==> config.mk <==
export PLATFORM = sky130hd
export DESIGN_NAME = oc_pwm_channel
export DESIGN_NICKNAME = d
export VERILOG_FILES = /design/src/rtl/oc_pkg.sv /design/src/rtl/oc_cmp_reg.sv /design/src/rtl/oc_match_det.sv /design/src/rtl/oc_ref_gen.sv /design/src/rtl/oc_pwm_channel.sv
export SDC_FILE = /design/constraint.sdc
export NUM_CORES = 1
export LEC_CHECK = 0
export ABC_CLOCK_PERIOD_IN_PS = 4050
export BUFFER_PORTS_ARGS = -buffer_cell sky130_fd_sc_hd__buf_2
export CAP_MARGIN = 20
export CELL_PAD_IN_SITES_DETAIL_PLACEMENT = 1
export CELL_PAD_IN_SITES_GLOBAL_PLACEMENT = 2
export CORE_MARGIN = 5
export CORE_UTILIZATION = 35
export DETAILED_ROUTE_END_ITERATION = 6
export GPL_ROUTABILITY_DRIVEN = 0
export GPL_TIMING_DRIVEN = 0
export PLACE_DENSITY_LB_ADDON = 0.1
export SYNTH_ARGS = -nofsm -noshare
export SYNTH_HDL_FRONTEND = slang
export SYNTH_HIERARCHICAL = 1
export SYNTH_SLANG_ARGS = --single-unit
==> constraint.sdc <==
create_clock -name clk -period 4.05 [get_ports clk]
set_clock_uncertainty 0.2 [all_clocks]
set_input_delay 0.2025 -clock clk [delete_from_list [all_inputs] [get_ports clk]]
set_output_delay 0.2025 -clock clk [all_outputs]
set_load 0.005 [all_outputs]
==> src/rtl/oc_pkg.sv <==
package oc_pkg;
  typedef enum logic [2:0] {
    OC_FROZEN   = 3'd0,
    OC_SET_HIT  = 3'd1,
    OC_CLR_HIT  = 3'd2,
    OC_TOG_HIT  = 3'd3,
    OC_FORCE_LO = 3'd4,
    OC_FORCE_HI = 3'd5,
    OC_PWM_A    = 3'd6,
    OC_PWM_B    = 3'd7
  } oc_mode_e;
endpackage

==> src/rtl/oc_cmp_reg.sv <==
module oc_cmp_reg #(
  parameter int CNT_W = 16
) (
  input  logic             clk,
  input  logic             rst_n,
  input  logic             wr_i,
  input  logic [CNT_W-1:0] wdata_i,
  input  logic             preload_i,
  input  logic             upd_i,
  output logic [CNT_W-1:0] cmp_o
);
  logic [CNT_W-1:0] shadow_q, shadow_d;
  logic [CNT_W-1:0] act_q, act_d;
  logic             act_en;

  always_comb begin
    shadow_d = wr_i ? wdata_i : shadow_q;
    act_en   = preload_i ? upd_i : wr_i;
    act_d    = wr_i ? wdata_i : shadow_q;
  end

  always_ff @(posedge clk or negedge rst_n) begin
    if (!rst_n) begin
      shadow_q <= '0;
      act_q    <= '0;
    end else begin
      shadow_q <= shadow_d;
      if (act_en) act_q <= act_d;
    end
  end

  assign cmp_o = act_q;

  AST_SHADOW_HOLD: assert property (@(posedge clk) disable iff (!rst_n)
    (preload_i && !upd_i) |=> $stable(act_q));
  AST_DIRECT_WRITE: assert property (@(posedge clk) disable iff (!rst_n)
    (!preload_i && wr_i) |=> (act_q == $past(wdata_i)));
endmodule

==> src/rtl/oc_match_det.sv <==
module oc_match_det #(
  parameter int CNT_W = 16
) (
  input  logic             clk,
  input  logic             rst_n,
  input  logic [CNT_W-1:0] cnt_i,
  input  logic [CNT_W-1:0] cmp_i,
  input  logic             clr_i,
  output logic             evt_o,
  output logic             flag_o
);
  logic eq, eq_prev_q;
  logic flag_q, flag_d;

  always_comb begin
    eq     = (cnt_i == cmp_i);
    evt_o  = eq && !eq_prev_q;
    flag_d = evt_o ? 1'b1 : (clr_i ? 1'b0 : flag_q);
  end

  always_ff @(posedge clk or negedge rst_n) begin
    if (!rst_n) begin
      eq_prev_q <= 1'b0;
      flag_q    <= 1'b0;
    end else begin
      eq_prev_q <= eq;
      flag_q    <= flag_d;
    end
  end

  assign flag_o = flag_q;

  AST_FLAG_AFTER_HIT: assert property (@(posedge clk) disable iff (!rst_n)
    evt_o |=> flag_q);
  AST_SINGLE_EVENT: assert property (@(posedge clk) disable iff (!rst_n)
    evt_o |=> !evt_o);
endmodule

==> src/rtl/oc_ref_gen.sv <==
module oc_ref_gen
  import oc_pkg::*;
#(
  parameter int CNT_W = 16
) (
  input  logic             clk,
  input  logic             rst_n,
  input  logic [2:0]       mode_i,
  input  logic [CNT_W-1:0] cnt_i,
  input  logic [CNT_W-1:0] cmp_i,
  input  logic             dn_i,
  input  logic             evt_i,
  output logic             ref_o
);
  oc_mode_e mode;
  logic     ref_q, ref_d, ref_en, pwm_on;

  always_comb begin
    mode   = oc_mode_e'(mode_i);
    pwm_on = dn_i ? (cnt_i <= cmp_i) : (cnt_i < cmp_i);
    ref_en = 1'b1;
    ref_d  = ref_q;
    case (mode)
      OC_FROZEN:   ref_en = 1'b0;
      OC_SET_HIT:  begin ref_en = evt_i; ref_d = 1'b1;   end
      OC_CLR_HIT:  begin ref_en = evt_i; ref_d = 1'b0;   end
      OC_TOG_HIT:  begin ref_en = evt_i; ref_d = !ref_q; end
      OC_FORCE_LO: ref_d = 1'b0;
      OC_FORCE_HI: ref_d = 1'b1;
      OC_PWM_A:    ref_d = pwm_on;
      OC_PWM_B:    ref_d = !pwm_on;
      default:     ref_en = 1'b0;
    endcase
  end

  always_ff @(posedge clk or negedge rst_n) begin
    if (!rst_n)      ref_q <= 1'b0;
    else if (ref_en) ref_q <= ref_d;
  end

  assign ref_o = ref_q;

  AST_FORCE_HIGH: assert property (@(posedge clk) disable iff (!rst_n)
    (mode_i == 3'd5) |=> ref_q);
  AST_FORCE_LOW: assert property (@(posedge clk) disable iff (!rst_n)
    (mode_i == 3'd4) |=> !ref_q);
  AST_FROZEN_HOLD: assert property (@(posedge clk) disable iff (!rst_n)
    (mode_i == 3'd0) |=> $stable(ref_q));
  AST_TOGGLE_ONCE: assert property (@(posedge clk) disable iff (!rst_n)
    (mode_i == 3'd3 && evt_i) |=> (ref_q != $past(ref_q)));
  AST_TOGGLE_IDLE: assert property (@(posedge clk) disable iff (!rst_n)
    (mode_i == 3'd3 && !evt_i) |=> $stable(ref_q));
endmodule

==> src/rtl/oc_pwm_channel.sv <==
module oc_pwm_channel #(
  parameter int CNT_W = 16
) (
  input  logic             clk,
  input  logic             rst_n,
  input  logic [CNT_W-1:0] cnt_i,
  input  logic             cnt_dn_i,
  input  logic             upd_evt_i,
  input  logic             cmp_wr_i,
  input  logic [CNT_W-1:0] cmp_wdata_i,
  input  logic [2:0]       mode_i,
  input  logic             preload_en_i,
  input  logic             pol_i,
  input  logic             out_en_i,
  input  logic             flag_clr_i,
  output logic             pin_o,
  output logic             match_flag_o
);
  logic [CNT_W-1:0] cmp_act;
  logic             hit_evt;
  logic             oc_ref;

  oc_cmp_reg #(.CNT_W(CNT_W)) u_cmp (
    .clk(clk), .rst_n(rst_n), .wr_i(cmp_wr_i), .wdata_i(cmp_wdata_i),
    .preload_i(preload_en_i), .upd_i(upd_evt_i), .cmp_o(cmp_act)
  );

  oc_match_det #(.CNT_W(CNT_W)) u_match (
    .clk(clk), .rst_n(rst_n), .cnt_i(cnt_i), .cmp_i(cmp_act),
    .clr_i(flag_clr_i), .evt_o(hit_evt), .flag_o(match_flag_o)
  );

  oc_ref_gen #(.CNT_W(CNT_W)) u_ref (
    .clk(clk), .rst_n(rst_n), .mode_i(mode_i), .cnt_i(cnt_i),
    .cmp_i(cmp_act), .dn_i(cnt_dn_i), .evt_i(hit_evt), .ref_o(oc_ref)
  );

  always_comb begin
    pin_o = out_en_i ? (oc_ref ^ pol_i) : pol_i;
  end
endmodule

==> run_results.csv, run 1 <==
group,metric,value,unit
timing,rsz0062_at_grt,"false",
synth,ys_seq_area_frac,0.402,
setup_path,r2r_slack,1690,ps
detailed_routing,final_antenna_net_count,0,
timing,fin_crit_sh,0.584,
cts,root_buffer,"clkbuf_8",
job,drv_cap,0,
detailed_routing,wl_per_cell,15.6,um
cells_and_area,drive_above_1_share,0.215,
cts,cts_made_buffers,5,
floorplanning,die_h,88.9,um
power,vdd.ir_drop.worst,0.176,mV
synth,ys_warn_count,6,
global_route,grt_overflow,0,
detailed_routing,drt-met1-wl,2800,um
cts,cts_tree,"built",
worst_hold_path,hold_class,"in2reg",
floorplanning,die_area,7900,um2
placed_design,portBuffers,44,
cells_and_area,seqCellArea,876,um2
cts,cts.sinks,35,
worst_hold_path,min_delay_path_depth,3,
detailed_routing,dr_wl_met3,294,um
timing,tightest_slew,816,ps
cts,clockBufferDepth,2,
detailed_routing,num_vias,1979,
cts,insertion_delay,290,ps
synth,synthCells,241,
detailed_routing,firstDrtPassIters,4,
power,powerDensity,337,nW/um2
global_route,grt_pass1_vias,2186,
synth,synthesis.nets,301,
setup_path,critPathArrivalTime,2370,ps
cells_and_area,antenna_cells,0,
synth,ys_types,32,
floorplanning,fp.dieW,88.9,um
synth,ys_ff_latch,35,
cells_and_area,post-route-util,0.463,
synth,syn-cell-area,2180,um2
cts,clkTransAtPathRegs,80,ps
power,leakagePower,1.34,nW
timing,fmax,423,MHz
setup_path,reg2reg_to,"u_ref/ref_o",
power,total_power,934,uW
setup_path,cp-end-kind,"flop",
cells_and_area,multiInputGateArea,1090,um2
timing,slew_viol_final,0,
floorplanning,start_util,0.364,
detailed_routing,via_per_inst,5.13,
synth,yosysTopAreaCell,"dfrtp_1",
global_route,grt_max_degree,36,
global_route,grt_pass1_wl,10200,um
synth,avgSynthCellArea,9.04,um2
setup_path,path_class,"reg2reg",
setup_path,reg2reg_depth,9,
timing,slew_headroom,0.456,
synth,yosys-top-cells-area,"dfrtp_1, ha_1, nand2_1",
setup_path,crit_path_end,"u_ref/ref_o",
detailed_routing,met2_wirelength,2830,um
timing,finalCriticalPeriod,2360,ps
detailed_routing,drt-total-wl,6020,um
timing,tns,0,ps
floorplanning,core_area,5990,um2
setup_path,cp_max_fo,4,
setup_path,setup.worst_path.start,"u_cmp/cmp_o[15]",
cells_and_area,nets,370,
placed_design,hpwl,4530,um
setup_path,r2r-start,"u_cmp/cmp_o[15]",
synth,synth_top_area_frac,0.402,
outcome,status,"finished clean",
cells_and_area,syn2layout_area_growth,27.5,%
timing,setup_viol,0,
detailed_routing,top_layer,"met4",
floorplanning,rows,28,
setup_path,start_kind,"flop",
detailed_routing,drt-initial-drc-count,26,
timing,finalHoldViolCount,0,
setup_path,cp.required,4060,ps
cells_and_area,n_fill_cell,732,
global_route,grt_use_total,0.169,
floorplanning,top_level_ports,46,
cts,h-tree-depth,2,
global_route,antenna_found_initial,0,
detailed_routing,drc_errors,0,
[cell type report]
cell class                 count  area share
timing repair buffer          62       0.144
multi-input combinational    159       0.394
clock inverter                 1     0.00270
buffer                        12      0.0275
sequential                    35       0.315
inverter                      35      0.0473
tap                           75      0.0338
clock buffer                   7      0.0347
[worst min-delay path by stage]
stage / start / slack (ps) / to
2_1_floorplan: rst_n / -290 / u_cmp/cmp_o[0]
3_3_place_gp: rst_n / 170 / u_cmp/shadow_q[1]
3_5_place_dp: rst_n / 160 / u_cmp/shadow_q[1]
4_1_cts: cmp_wr_i / 10 / u_cmp/shadow_q[14]
5_1_grt: cmp_wr_i / 70 / u_cmp/shadow_q[14]
6_report: cmp_wr_i / 20 / u_cmp/shadow_q[14]
[synthesized netlist by cell type]
master and number:
nand2_1 40, dfrtp_1 35, inv_1 35, o21ai_0 19, o211ai_1 17, a32oi_1 16, ha_1 16, xor2_1 16
a21oi_1 8, buf_2 7, nor4_1 5, nor2b_1 3, clkbuf_1 2, nand3_1 2, nand4_1 2, nor2_1 2
a311o_1 1, and2_4 1, and3_1 1, buf_4 1, buf_6 1, buf_8 1, mux2i_1 1, nand4_2 1
nor2_4 1, o21a_1 1, o21ai_1 1, o22ai_2 1, o2bb2ai_1 1, o311ai_1 1, or4_4 1, xnor2_1 1
[state kept, by name, summed over array words and instances, names as in the netlist]
register           count
u_ref/ref_o            1
u_match/eq_prev_q      1
u_cmp/shadow_q        16
u_cmp/cmp_o           16
u_match/flag_o         1
[layout by cell type, fill, tap and decap left out, types with 2 or more instances in the layout]
| cell | count |
|---|---|
| nand3_1 | 2 |
| a32oi_1 | 16 |
| inv_1 | 35 |
| o21ai_0 | 19 |
| clkbuf_1 | 2 |
| o211ai_1 | 17 |
| nor2_1 | 2 |
| dlygate4sd3_1 | 18 |
| dfrtp_1 | 35 |
| a21oi_1 | 8 |
| nand2_1 | 40 |
| clkbuf_8 | 7 |
| nand4_1 | 2 |
| ha_1 | 16 |
| nor2b_1 | 3 |
| nor4_1 | 5 |
| buf_2 | 51 |
| xor2_1 | 16 |
[metrics by stage]
| stage | hold WS (ps) | instances | area (um2) | setup WS, ps |
|---|---|---|---|---|
| 6_report | 19.9 | 386 | 2780 | 1690 |
| 5_1_grt | 70.7 | 386 | 2780 | 1440 |
| 4_1_cts | 13.5 | 386 | 2780 | 1640 |
| 3_5_place_dp | 160 | 360 | 2490 | 1670 |
| 3_3_place_gp | 165 | 360 | 2490 | 1700 |
| 2_1_floorplan | -293 | 241 | 2180 | 1960 |
[worst max-delay path, cell delays in order (launching register included)]
cell	delay (ps)
dfrtp_1	450
xor2_1	190
nor4_1	310
nand4_1	230
nor2_1	190
a21oi_1	90
a311o_1	310
nand2_1	90
o311ai_1	100
mux2i_1	130
[where the power goes]
part	internal, mW	switching [mW]
registers	0.387	0.0404
logic	0.104	0.115
clock network	0.155	0.134
[cell families after synthesis]
kind of cell,Yosys count,synth area share
buffers and inverters,47,0.0953
multiplexers,1,0.00460
adder cells (fa/ha/maj),16,0.0919
AO/OA/AOI/OAI,66,0.209
AND/OR/NAND/NOR,59,0.129
flip-flops,35,0.402
XOR/XNOR,17,0.0684
[repair_timing]
item | CTS | global route
gates resized for setup | 0 | 0
buffers inserted | 0 | 0
hold endpoints to repair | 52 | 0
hold buffers | 18 | 0
[metal layers]
layer | GRT usage | vias to the layer above
li1 | - | 982
met1 | 0.219 | 948
met2 | 0.282 | 43
met3 | 0.0323 | 6
met4 | 0.0618 | 0
met5 | 0 | -
Power figures use the tool's default switching activity.
==> run 2: changes to the inputs <==
--- a/config.mk
+++ b/config.mk
@@ -5,13 +5,14 @@
 export SDC_FILE = /design/constraint.sdc
 export NUM_CORES = 1
 export LEC_CHECK = 0
-export ABC_CLOCK_PERIOD_IN_PS = 4050
+export ABC_AREA = 1
+export ABC_CLOCK_PERIOD_IN_PS = 2100
 export BUFFER_PORTS_ARGS = -buffer_cell sky130_fd_sc_hd__buf_2
 export CAP_MARGIN = 20
 export CELL_PAD_IN_SITES_DETAIL_PLACEMENT = 1
 export CELL_PAD_IN_SITES_GLOBAL_PLACEMENT = 2
 export CORE_MARGIN = 5
-export CORE_UTILIZATION = 35
+export CORE_UTILIZATION = 27
 export DETAILED_ROUTE_END_ITERATION = 6
 export GPL_ROUTABILITY_DRIVEN = 0
 export GPL_TIMING_DRIVEN = 0
==> constraint.sdc (replaced) <==
create_clock -name clk -period 2.1 [get_ports clk]
set_clock_uncertainty 0.2 [all_clocks]
set_input_delay 0.105 -clock clk [delete_from_list [all_inputs] [get_ports clk]]
set_output_delay 0.105 -clock clk [all_outputs]
set_load 0.005 [all_outputs]
==> run 2 against run 1 <==
Against the previous run:
- synthesized area grew 4.6%
- sequential cell count did not move
- clock power rose by 110%
- final area up 11%
- global-route usage decreased by 4.5 points
- sequential power increased by 89%
- first-iteration DRC count up 54%
- non-clock buffer count is 9 higher
- power up 100%
- die area increased by 31%
- critical endpoint is now u_cmp/shadow_q[14]
==> run_results.csv, run 2 <==
group,metric,value,unit
synth,async_flop_share,1.00,
setup_path,path_class,"in2reg",
timing,fmax,486,MHz
placed_design,hpwl,4550,um
synth,ys_types,22,
floorplanning,start_util,0.277,
detailed_routing,via_per_inst,4.21,
cts,h-tree-depth,2,
setup_path,reg2reg_depth,13,
floorplanning,top_level_ports,46,
job,drv_cap,0,
cts,cts.sinks,35,
synth,yosysTopAreaCell,"dfrtp_1",
global_route,antenna_found_initial,0,
global_route,grt_pass1_wl,10400,um
placed_design,portBuffers,44,
setup_path,cp-end-kind,"flop",
timing,finalHoldViolCount,0,
synth,ys_top_cells_by_count,"nand2_1, inv_1, dfrtp_1",
setup_path,r2r-start,"u_cmp/cmp_o[15]",
setup_path,r2r_slack,200,ps
cts,clockBufferDepth,2,
cts,root_buffer,"clkbuf_8",
power,leakagePower,1.76,nW
floorplanning,die_h,102,um
outcome,status,"finished clean",
detailed_routing,drt-total-wl,5900,um
cts,cts_made_buffers,5,
synth,yosys-top-cells-area,"dfrtp_1, nand2_1, inv_1",
detailed_routing,wl_per_cell,11.4,um
detailed_routing,num_vias,2176,
global_route,grt_max_degree,36,
setup_path,critPathArrivalTime,2030,ps
detailed_routing,drc_errors,0,
synth,ys_ff_latch,35,
setup_path,cp.buffers_inverters,4,
setup_path,cpMaxStageDelayCell,"dlygate4sd3_1",
worst_hold_path,min_to,"u_ref/ref_o",
detailed_routing,drt-initial-drc-count,40,
detailed_routing,final_antenna_net_count,0,
global_route,grt_overflow,0,
synth,synthCells,328,
detailed_routing,firstDrtPassIters,4,
cells_and_area,drive_above_1_share,0.201,
synth,synthesis.nets,388,
cells_and_area,nets,472,
timing,slew_headroom,0.461,
floorplanning,core_area,8220,um2
timing,finalCriticalPeriod,2060,ps
cells_and_area,syn2layout_area_growth,34.8,%
worst_hold_path,hold_class,"in2reg",
cts,insertion_delay,290,ps
setup_path,reg2reg_to,"u_ref/ref_o",
setup_path,start_kind,"input pin",
cts,clkTransAtPathRegs,80,ps
synth,syn-cell-area,2280,um2
cts,cts_tree,"built",
setup_path,crit_chain,"dlygate4sd3_1, buf_6, nand2_1, dlygate4sd3_1, nand2_1, dlygate4sd3_1",
setup_path,cpPeakStageDelay,560,ps
cells_and_area,final_cells,517,
worst_hold_path,min_from,"mode_i[1]",
power,powerDensity,623,nW/um2
cells_and_area,mostFrequentLayoutCell,"nand2_1",
floorplanning,rows,33,
global_route,grt_pass1_vias,2299,
global_route,grt_use_total,0.125,
timing,setup_viol,0,
cells_and_area,post-route-util,0.374,
placed_design,dpl.cell_count,477,
setup_path,cp.required,2070,ps
synth,synth_edf_count,0,
timing,slew_viol_final,0,
worst_hold_path,min_delay_path_depth,6,
floorplanning,die_area,10400,um2
setup_path,cpMostUsedCell,"dlygate4sd3_1",
synth,synth_top_area_frac,0.384,
synth,avgSynthCellArea,6.95,um2
synth,ys_warn_count,6,
synth,ys_seq_area_frac,0.384,
timing,fin_crit_sh,0.980,
synth,synth-main-ff-cell,"dfrtp_1",
setup_path,cpLargestDelayFamily,"buffers and inverters",
power,vdd.ir_drop.worst,0.296,mV
setup_path,cp_max_fo,8,
timing,tightest_slew,809,ps
floorplanning,fp.dieW,102,um
cells_and_area,final_cell_mix,"nand2_1, inv_1, buf_2, dfrtp_1, dlygate4sd3_1",
timing,tns,0,ps
synth,synth_most_common_cell,"nand2_1",
cells_and_area,antenna_cells,0,
==> run 2: where the power goes <==
part           total (mW)  internal, mW  switching (mW)
logic               0.508         0.232           0.276
clock network       0.599         0.347           0.251
registers           0.805         0.747          0.0586
total                1.91          1.33           0.586
==> run 2: logic make-up after synthesis <==
logic type      count (synthesis)  synth area share
compound gates                 10            0.0242
xor+xnor                        1           0.00384
fa+ha+maj                      16            0.0879
buf+inv                        63             0.119
flops                          35             0.384
simple gates                  203             0.381
==> run 2: through the flow <==
| step | setup slack, ps | total power, mW | hold slack, ps | cell area, um2 |
|---|---|---|---|---|
| 2_1_floorplan | 429 | 1.12 | -391 | 2280 |
| 3_3_place_gp | 183 | 1.26 | 52.3 | 2630 |
| 3_5_place_dp | 177 | 1.28 | 53.3 | 2630 |
| 4_1_cts | 45.4 | 1.94 | 20.3 | 3060 |
| 5_1_grt | -0.674 | 2.07 | 52.6 | 3070 |
| 6_report | 42.3 | 1.91 | 28.5 | 3070 |
==> run 2: worst max-delay path by stage <==
stage                          from  cells past startpoint                 end
floorplan            u_cmp/cmp_o[0]                     12         u_ref/ref_o
global placement     u_cmp/cmp_o[0]                     12         u_ref/ref_o
detailed placement  u_cmp/cmp_o[15]                     13         u_ref/ref_o
CTS                        cmp_wr_i                      6  u_cmp/shadow_q[14]
global route        u_cmp/cmp_o[15]                     13         u_ref/ref_o
finish                     cmp_wr_i                      6  u_cmp/shadow_q[14]
==> run 2: layout make-up <==
class	count	area (um2)
multi-input cells	230	1140
flip-flops and latches	35	876
fillers	1045	5140
repair buffers	77	543
plain buffers	6	55.1
well taps	105	131
clock inverters	2	37.5
inverters	57	216
clock buffers	5	68.8
==> run 2: metal layers <==
layer / vias up / part of all wire / wire [um] / GRT usage
li1: 1153 / - / - / -
met1: 978 / 0.48 / 2820 / 0.168
met2: 40 / 0.47 / 2780 / 0.207
met3: 5 / 0.046 / 273 / 0.0218
met4: 0 / 0.0051 / 30 / 0.0323
met5: - / 0 / 0 / 0
==> run 2: tightest hold or removal path: cells and delay by family <==
kind	cells	cell delay (ps)
AND/OR/NAND/NOR	3	200
buffers and inverters	3	180
==> run 2: what timing repair did <==
action                     CTS  global route
hold endpoints to repair    69             0
gates resized for setup      0             3
setup endpoints to repair    0             5
buffers inserted             0             3
hold buffers                32             0
